<file path="src/rtl/chpc_pkg.sv">
package chpc_pkg;
  typedef enum logic [2:0] {
    ST_IDLE = 3'd0,
    ST_TOT  = 3'd1,
    ST_GATE = 3'd2,
    ST_RUND = 3'd3,
    ST_DEAD = 3'd4
  } chpc_state_e;

  typedef enum logic [1:0] {
    OM_ACTIVE  = 2'b00,
    OM_HIGH    = 2'b01,
    OM_LOW     = 2'b10,
    OM_ACTIVE2 = 2'b11
  } chpc_omode_e;
endpackage

</file>
<file path="src/rtl/chpc_dur_calc.sv">
module chpc_dur_calc #(
  parameter int CODE_W = 4,
  parameter int BASE   = 3,
  parameter int STEP   = 1,
  parameter int OUT_W  = 8
) (
  input  logic [CODE_W-1:0] code_i,
  output logic [OUT_W-1:0]  cycles_o
);
  // Duration in reference-clock cycles: base plus code times step.
  always_comb begin
    cycles_o = OUT_W'(BASE) + OUT_W'(STEP) * OUT_W'(code_i);
  end
endmodule

</file>
<file path="src/rtl/chpc_fsm.sv">
module chpc_fsm
  import chpc_pkg::*;
#(
  parameter int CNT_W    = 8,
  parameter int RUND_MAX = 10
) (
  input  logic             clk,
  input  logic             rst_n,
  input  logic             hit_i,
  input  logic             rundown_i,
  input  logic             adc_mode_i,
  input  logic [CNT_W-1:0] gate_cyc_i,
  input  logic [CNT_W-1:0] dead_cyc_i,
  output logic             pulse_o,
  output logic             drop_o,
  output chpc_state_e      state_o
);
  chpc_state_e      state_q;
  logic [CNT_W-1:0] cnt_q;
  logic             hit_d_q;
  logic             hit_rise;

  assign hit_rise = hit_i & ~hit_d_q;

  always_ff @(posedge clk) begin
    if (!rst_n) begin
      state_q <= ST_IDLE;
      cnt_q   <= '0;
      hit_d_q <= 1'b0;
      drop_o  <= 1'b0;
    end else begin
      hit_d_q <= hit_i;
      case (state_q)
        ST_IDLE: begin
          if (adc_mode_i) begin
            if (hit_rise) begin
              state_q <= ST_GATE;
              cnt_q   <= gate_cyc_i - CNT_W'(1);
            end
          end else if (hit_i) begin
            state_q <= ST_TOT;
          end
        end
        ST_TOT: begin
          if (!hit_i) state_q <= ST_IDLE;
        end
        ST_GATE: begin
          if (cnt_q == '0) begin
            state_q <= ST_RUND;
            cnt_q   <= '0;
          end else begin
            cnt_q <= cnt_q - CNT_W'(1);
          end
        end
        ST_RUND: begin
          if (!rundown_i || cnt_q == CNT_W'(RUND_MAX - 1)) begin
            state_q <= ST_DEAD;
            cnt_q   <= dead_cyc_i - CNT_W'(1);
          end else begin
            cnt_q <= cnt_q + CNT_W'(1);
          end
        end
        ST_DEAD: begin
          if (hit_rise) drop_o <= 1'b1;
          if (cnt_q == '0) state_q <= ST_IDLE;
          else             cnt_q   <= cnt_q - CNT_W'(1);
        end
        default: state_q <= ST_IDLE;
      endcase
    end
  end

  assign pulse_o = (state_q == ST_TOT) || (state_q == ST_GATE) || (state_q == ST_RUND);
  assign state_o = state_q;
endmodule

</file>
<file path="src/rtl/chpc_out_stage.sv">
module chpc_out_stage
  import chpc_pkg::*;
(
  input  logic [1:0] out_mode_i,
  input  logic       pulse_i,
  output logic       chan_o
);
  always_comb begin
    case (chpc_omode_e'(out_mode_i))
      OM_HIGH: chan_o = 1'b1;
      OM_LOW:  chan_o = 1'b0;
      default: chan_o = pulse_i;
    endcase
  end
endmodule

</file>
<file path="src/rtl/chan_pulse_ctrl.sv">
module chan_pulse_ctrl
  import chpc_pkg::*;
#(
  parameter int GCODE_W   = 4,
  parameter int DCODE_W   = 3,
  parameter int GATE_BASE = 3,
  parameter int GATE_STEP = 1,
  parameter int DEAD_BASE = 6,
  parameter int DEAD_STEP = 2,
  parameter int RUND_MAX  = 10
) (
  input  logic               clk,
  input  logic               rst_n,
  input  logic               hit_i,
  input  logic               rundown_i,
  input  logic               adc_mode_i,
  input  logic [GCODE_W-1:0] gate_code_i,
  input  logic [DCODE_W-1:0] dead_code_i,
  input  logic [1:0]         out_mode_i,
  output logic               chan_o,
  output logic               drop_seen_o
);
  localparam int GATE_MAX = GATE_BASE + ((1 << GCODE_W) - 1) * GATE_STEP;
  localparam int DEAD_MAX = DEAD_BASE + ((1 << DCODE_W) - 1) * DEAD_STEP;
  localparam int MAX_GD   = (GATE_MAX > DEAD_MAX) ? GATE_MAX : DEAD_MAX;
  localparam int MAX_ALL  = (MAX_GD > RUND_MAX) ? MAX_GD : RUND_MAX;
  localparam int CNT_W    = $clog2(MAX_ALL + 1);

  logic [CNT_W-1:0] gate_cyc;
  logic [CNT_W-1:0] dead_cyc;
  logic             pulse;
  chpc_state_e      fsm_state;

  chpc_dur_calc #(.CODE_W(GCODE_W), .BASE(GATE_BASE), .STEP(GATE_STEP), .OUT_W(CNT_W))
    i_gate_dur (.code_i(gate_code_i), .cycles_o(gate_cyc));

  chpc_dur_calc #(.CODE_W(DCODE_W), .BASE(DEAD_BASE), .STEP(DEAD_STEP), .OUT_W(CNT_W))
    i_dead_dur (.code_i(dead_code_i), .cycles_o(dead_cyc));

  chpc_fsm #(.CNT_W(CNT_W), .RUND_MAX(RUND_MAX)) i_fsm (
    .clk        (clk),
    .rst_n      (rst_n),
    .hit_i      (hit_i),
    .rundown_i  (rundown_i),
    .adc_mode_i (adc_mode_i),
    .gate_cyc_i (gate_cyc),
    .dead_cyc_i (dead_cyc),
    .pulse_o    (pulse),
    .drop_o     (drop_seen_o),
    .state_o    (fsm_state)
  );

  chpc_out_stage i_out (
    .out_mode_i (out_mode_i),
    .pulse_i    (pulse),
    .chan_o     (chan_o)
  );
endmodule

</file>
<file path="config.mk">
export PLATFORM = sky130hd
export DESIGN_NAME = chan_pulse_ctrl
export DESIGN_NICKNAME = d
export VERILOG_FILES = /design/src/rtl/chpc_pkg.sv /design/src/rtl/chpc_dur_calc.sv /design/src/rtl/chpc_fsm.sv /design/src/rtl/chpc_out_stage.sv /design/src/rtl/chan_pulse_ctrl.sv
export SDC_FILE = /design/constraint.sdc
export NUM_CORES = 1
export LEC_CHECK = 0
export BUFFER_PORTS_ARGS = -buffer_cell sky130_fd_sc_hd__buf_2
export CORE_MARGIN = 1.5
export CORE_UTILIZATION = 56
export CTS_BUF_LIST = sky130_fd_sc_hd__clkbuf_16
export CTS_CLUSTER_DIAMETER = 50
export DETAILED_ROUTE_END_ITERATION = 8
export PLACE_DENSITY = 0.83
export SLEW_MARGIN = 0
export SYNTH_ARGS = -nofsm -noshare
export SYNTH_HDL_FRONTEND = slang
export SYNTH_SLANG_ARGS = --single-unit
</file>
<file path="constraint.sdc">
create_clock -name clk -period 2.12 [get_ports clk]
set_input_delay 0.106 -clock clk [delete_from_list [all_inputs] [get_ports clk]]
set_output_delay 0.106 -clock clk [all_outputs]
set_load 0.05 [all_outputs]
</file>
==> results.py <==
metrics = {
    "clocking": {
        "cts_buffers": 3,
        "htree_levels": 1,
        "clock_sinks": 10,
        "clk_pin_slew_ns": 0.04,
        "root_buffer": "clkbuf_16",
        "cts_tree": "yes",
        "cts.path.max_buffers": 2,
        "clk-insertion-delay-late_ns": 0.24,
        "cts_setup_buffers": 0,
    },
    "finish": {
        "area_growth_pct": 17.5,
        "drive_gt1_share_pct": 18.8,
        "diodes": 0,
        "nets": 171,
    },
    "global_route": {
        "grt_antenna_before_repair": 0,
        "grt_pass1_vias": 996,
        "grt_util_met2_pct": 48.6,
        "grt_pass1_wl_um": 4460,
        "grt_usage_pct": 29.4,
        "overflow": 0,
        "grt-busiest-layer": "met2",
        "grt_use_met3_pct": 2.35,
        "grt_max_degree": 17,
        "grtUsageMet1_pct": 37.8,
    },
    "logic_synthesis": {
        "yosys-top-cells-area": "dfxtp_1 19%, ha_1 7.1%, o21ai_0 4.3%",
        "synth.avg_cell_area_um2": 7.84,
        "async_reset_ff_share_pct": 0,
        "synth-main-ff-cell": "dfxtp_1",
        "synthCells": 135,
        "yosys_warnings": 0,
        "yosys.area.top_type": "dfxtp_1",
        "syn_area_um2": 1060,
        "synth_cell_types": 47,
        "synth.most_common_cell": "nor2_1",
        "synth-seq-cells": 10,
        "synth-edff-count": 0,
        "synth_top_area_share_pct": 18.9,
        "ys_top_cells_by_count": "12 x nor2_1, 10 x dfxtp_1, 9 x inv_1, 9 x o21ai_0, 8 x a21oi_1",
        "yosysSeqAreaShare_pct": 18.9,
        "synth_nets": 155,
    },
    "timing": {
        "finalHoldWorstSlack_ns": 0.154,
        "fmax_mhz": 521,
        "finalSetupViolCount": 0,
        "relSlewSlack_pct": 48.8,
        "drv_slew": 0,
        "hold_viol": 0,
        "worst_pin_slew_ns": 0.767,
        "finalCritPeriodShare_pct": 90.6,
        "clock_skew_ns": 0.00314,
        "fin_setup_tns_ns": 0,
        "rsz0062_at_grt": "no",
        "post-route-min-period_ns": 1.92,
    },
    "power_and_ir_drop": {
        "p_leak_nw": 0.505,
        "peakVddDrop_mv": 0.500,
        "p_per_area_nw_per_um2": 927,
    },
    "placed_design": {
        "hpwl_um": 2050,
        "io_buffers": 15,
        "gp_congestion": 0.865,
    },
    "floorplanning": {
        "design.core.area_um2": 1750,
        "die_y_um": 46.5,
        "start_util_pct": 60.6,
        "io_pins": 16,
        "num_rows": 15,
        "die_area_um2": 2160,
        "die_width_um": 46.5,
    },
    "critical_path": {
        "path_class": "flip-flop to flip-flop",
        "cp.arrival_ns": 2.05,
        "crit_slowest_cell": "or4_1",
        "worstSetupEndpointType": "flip-flop",
        "path_cells": "inv_1, ha_1, nor4b_4, nor3_2, or4_1, and3_1",
        "critPathBufInv": 1,
        "worstPathRequired_ns": 2.25,
        "startpoint_type": "flip-flop",
        "critical-path-max-stage-delay_ns": 0.49,
        "crit_fanout": 6,
        "crit_family": "simple AND/OR/NAND/NOR gates",
    },
    "routing": {
        "drc": 0,
        "wl_per_cell_um": 16.2,
        "dr.pass1.iters": 4,
        "wl_um": 2820,
        "ant_nets": 0,
        "vias_per_cell": 6.49,
        "drt_first_iter_violations": 56,
        "route.vias.total": 1129,
    },
    "run": {
        "max_cap_viol_count": 0,
    },
    "outcome": {
        "status": "complete, no violations",
    },
    "min_path": {
        "min_path_type": "input pin to flip-flop",
    },
}
cells in the final DEF, fill, tap and decap left out, types with 5 or more instances in the layout:
| master | n |
|---|---|
| inv_1 | 9 |
| buf_4 | 6 |
| buf_2 | 15 |
| nor2_1 | 12 |
| nand3_1 | 5 |
| nor3b_1 | 5 |
| a21oi_1 | 8 |
| dfxtp_1 | 10 |
| o21ai_0 | 9 |
| ha_1 | 6 |
stage by stage:
| step | power (mW) | util (%) | setup WS [ns] | instances | area (um^2) |
|---|---|---|---|---|---|
| floorplan | 0.661 | - | 0.176 | 135 | 1060 |
| global placement | 0.776 | 66.9 | 0.311 | 171 | 1170 |
| detailed placement | 0.796 | 66.9 | 0.258 | 171 | 1170 |
| CTS | 1.14 | 71.2 | 0.134 | 174 | 1240 |
| global route | 1.21 | 71.3 | 0.112 | 174 | 1240 |
| finish | 1.15 | 71.3 | 0.199 | 174 | 1240 |
routing by layer:
| metal | wire (um) | vias up |
|---|---|---|
| met5 | 0 | - |
| met2 | 1320 | 43 |
| met3 | 128 | 9 |
| met4 | 91 | 0 |
| li1 | - | 550 |
| met1 | 1280 | 527 |
worst reg2reg max path: stages, from the launching register on:
cell and delay [ns]:
dfxtp_1 0.35, inv_1 0.10, ha_1 0.22, nor4b_4 0.38
nor3_2 0.09, or4_1 0.49, and3_1 0.17
path summary, 6_finish.rpt:
path	startpoint	endpoint	slack, ns	depth (start not counted)
hold / removal	rst_n	i_fsm.cnt_q[4]	0.15	2
setup reg to reg	i_fsm.cnt_q[1]	i_fsm.state_o[1]	0.20	6
hold reg to reg	i_fsm.drop_o	i_fsm.drop_o	0.46	2
setup / recovery	i_fsm.cnt_q[1]	i_fsm.state_o[1]	0.20	6
final cells by class:
type | count | area (um^2)
multi-input combinational | 106 | 783
clock buffer | 3 | 75.1
inverter | 9 | 33.8
fill | 141 | 502
timing repair buffer | 21 | 120
sequential | 10 | 200
tap | 25 | 31.3
where the power goes:
group	total, mW	switching (mW)	internal (mW)
Sequential	0.296	0.0725	0.223
Clock	0.332	0.0878	0.245
Combinational	0.525	0.286	0.239
flip-flops by register name, indices dropped and copies added, names as in the netlist:
name	flops
i_fsm.state_o	3
i_fsm.cnt_q	5
i_fsm.hit_d_q	1
i_fsm.drop_o	1
repair_timing:
item                       4_1_cts  5_1_grt
hold buffers                     0        0
setup endpoints to repair        0        1
resized for setup                0        1
logic make-up (layout without fill, tap and decap cells):
logic type / after synthesis / after routing / synth area share [%]
buffers and inverters: 19 / 33 / 7.21
muxes: 3 / 3 / 3.07
AOI/OAI and AO/OA: 41 / 41 / 27.8
adders and majority gates: 6 / 6 / 7.09
xor gates and xnor gates: 3 / 3 / 2.48
and+or+nand+nor: 53 / 53 / 33.5
DFF: 10 / 10 / 18.9
No activity file was read; power rests on OpenSTA's default activity.
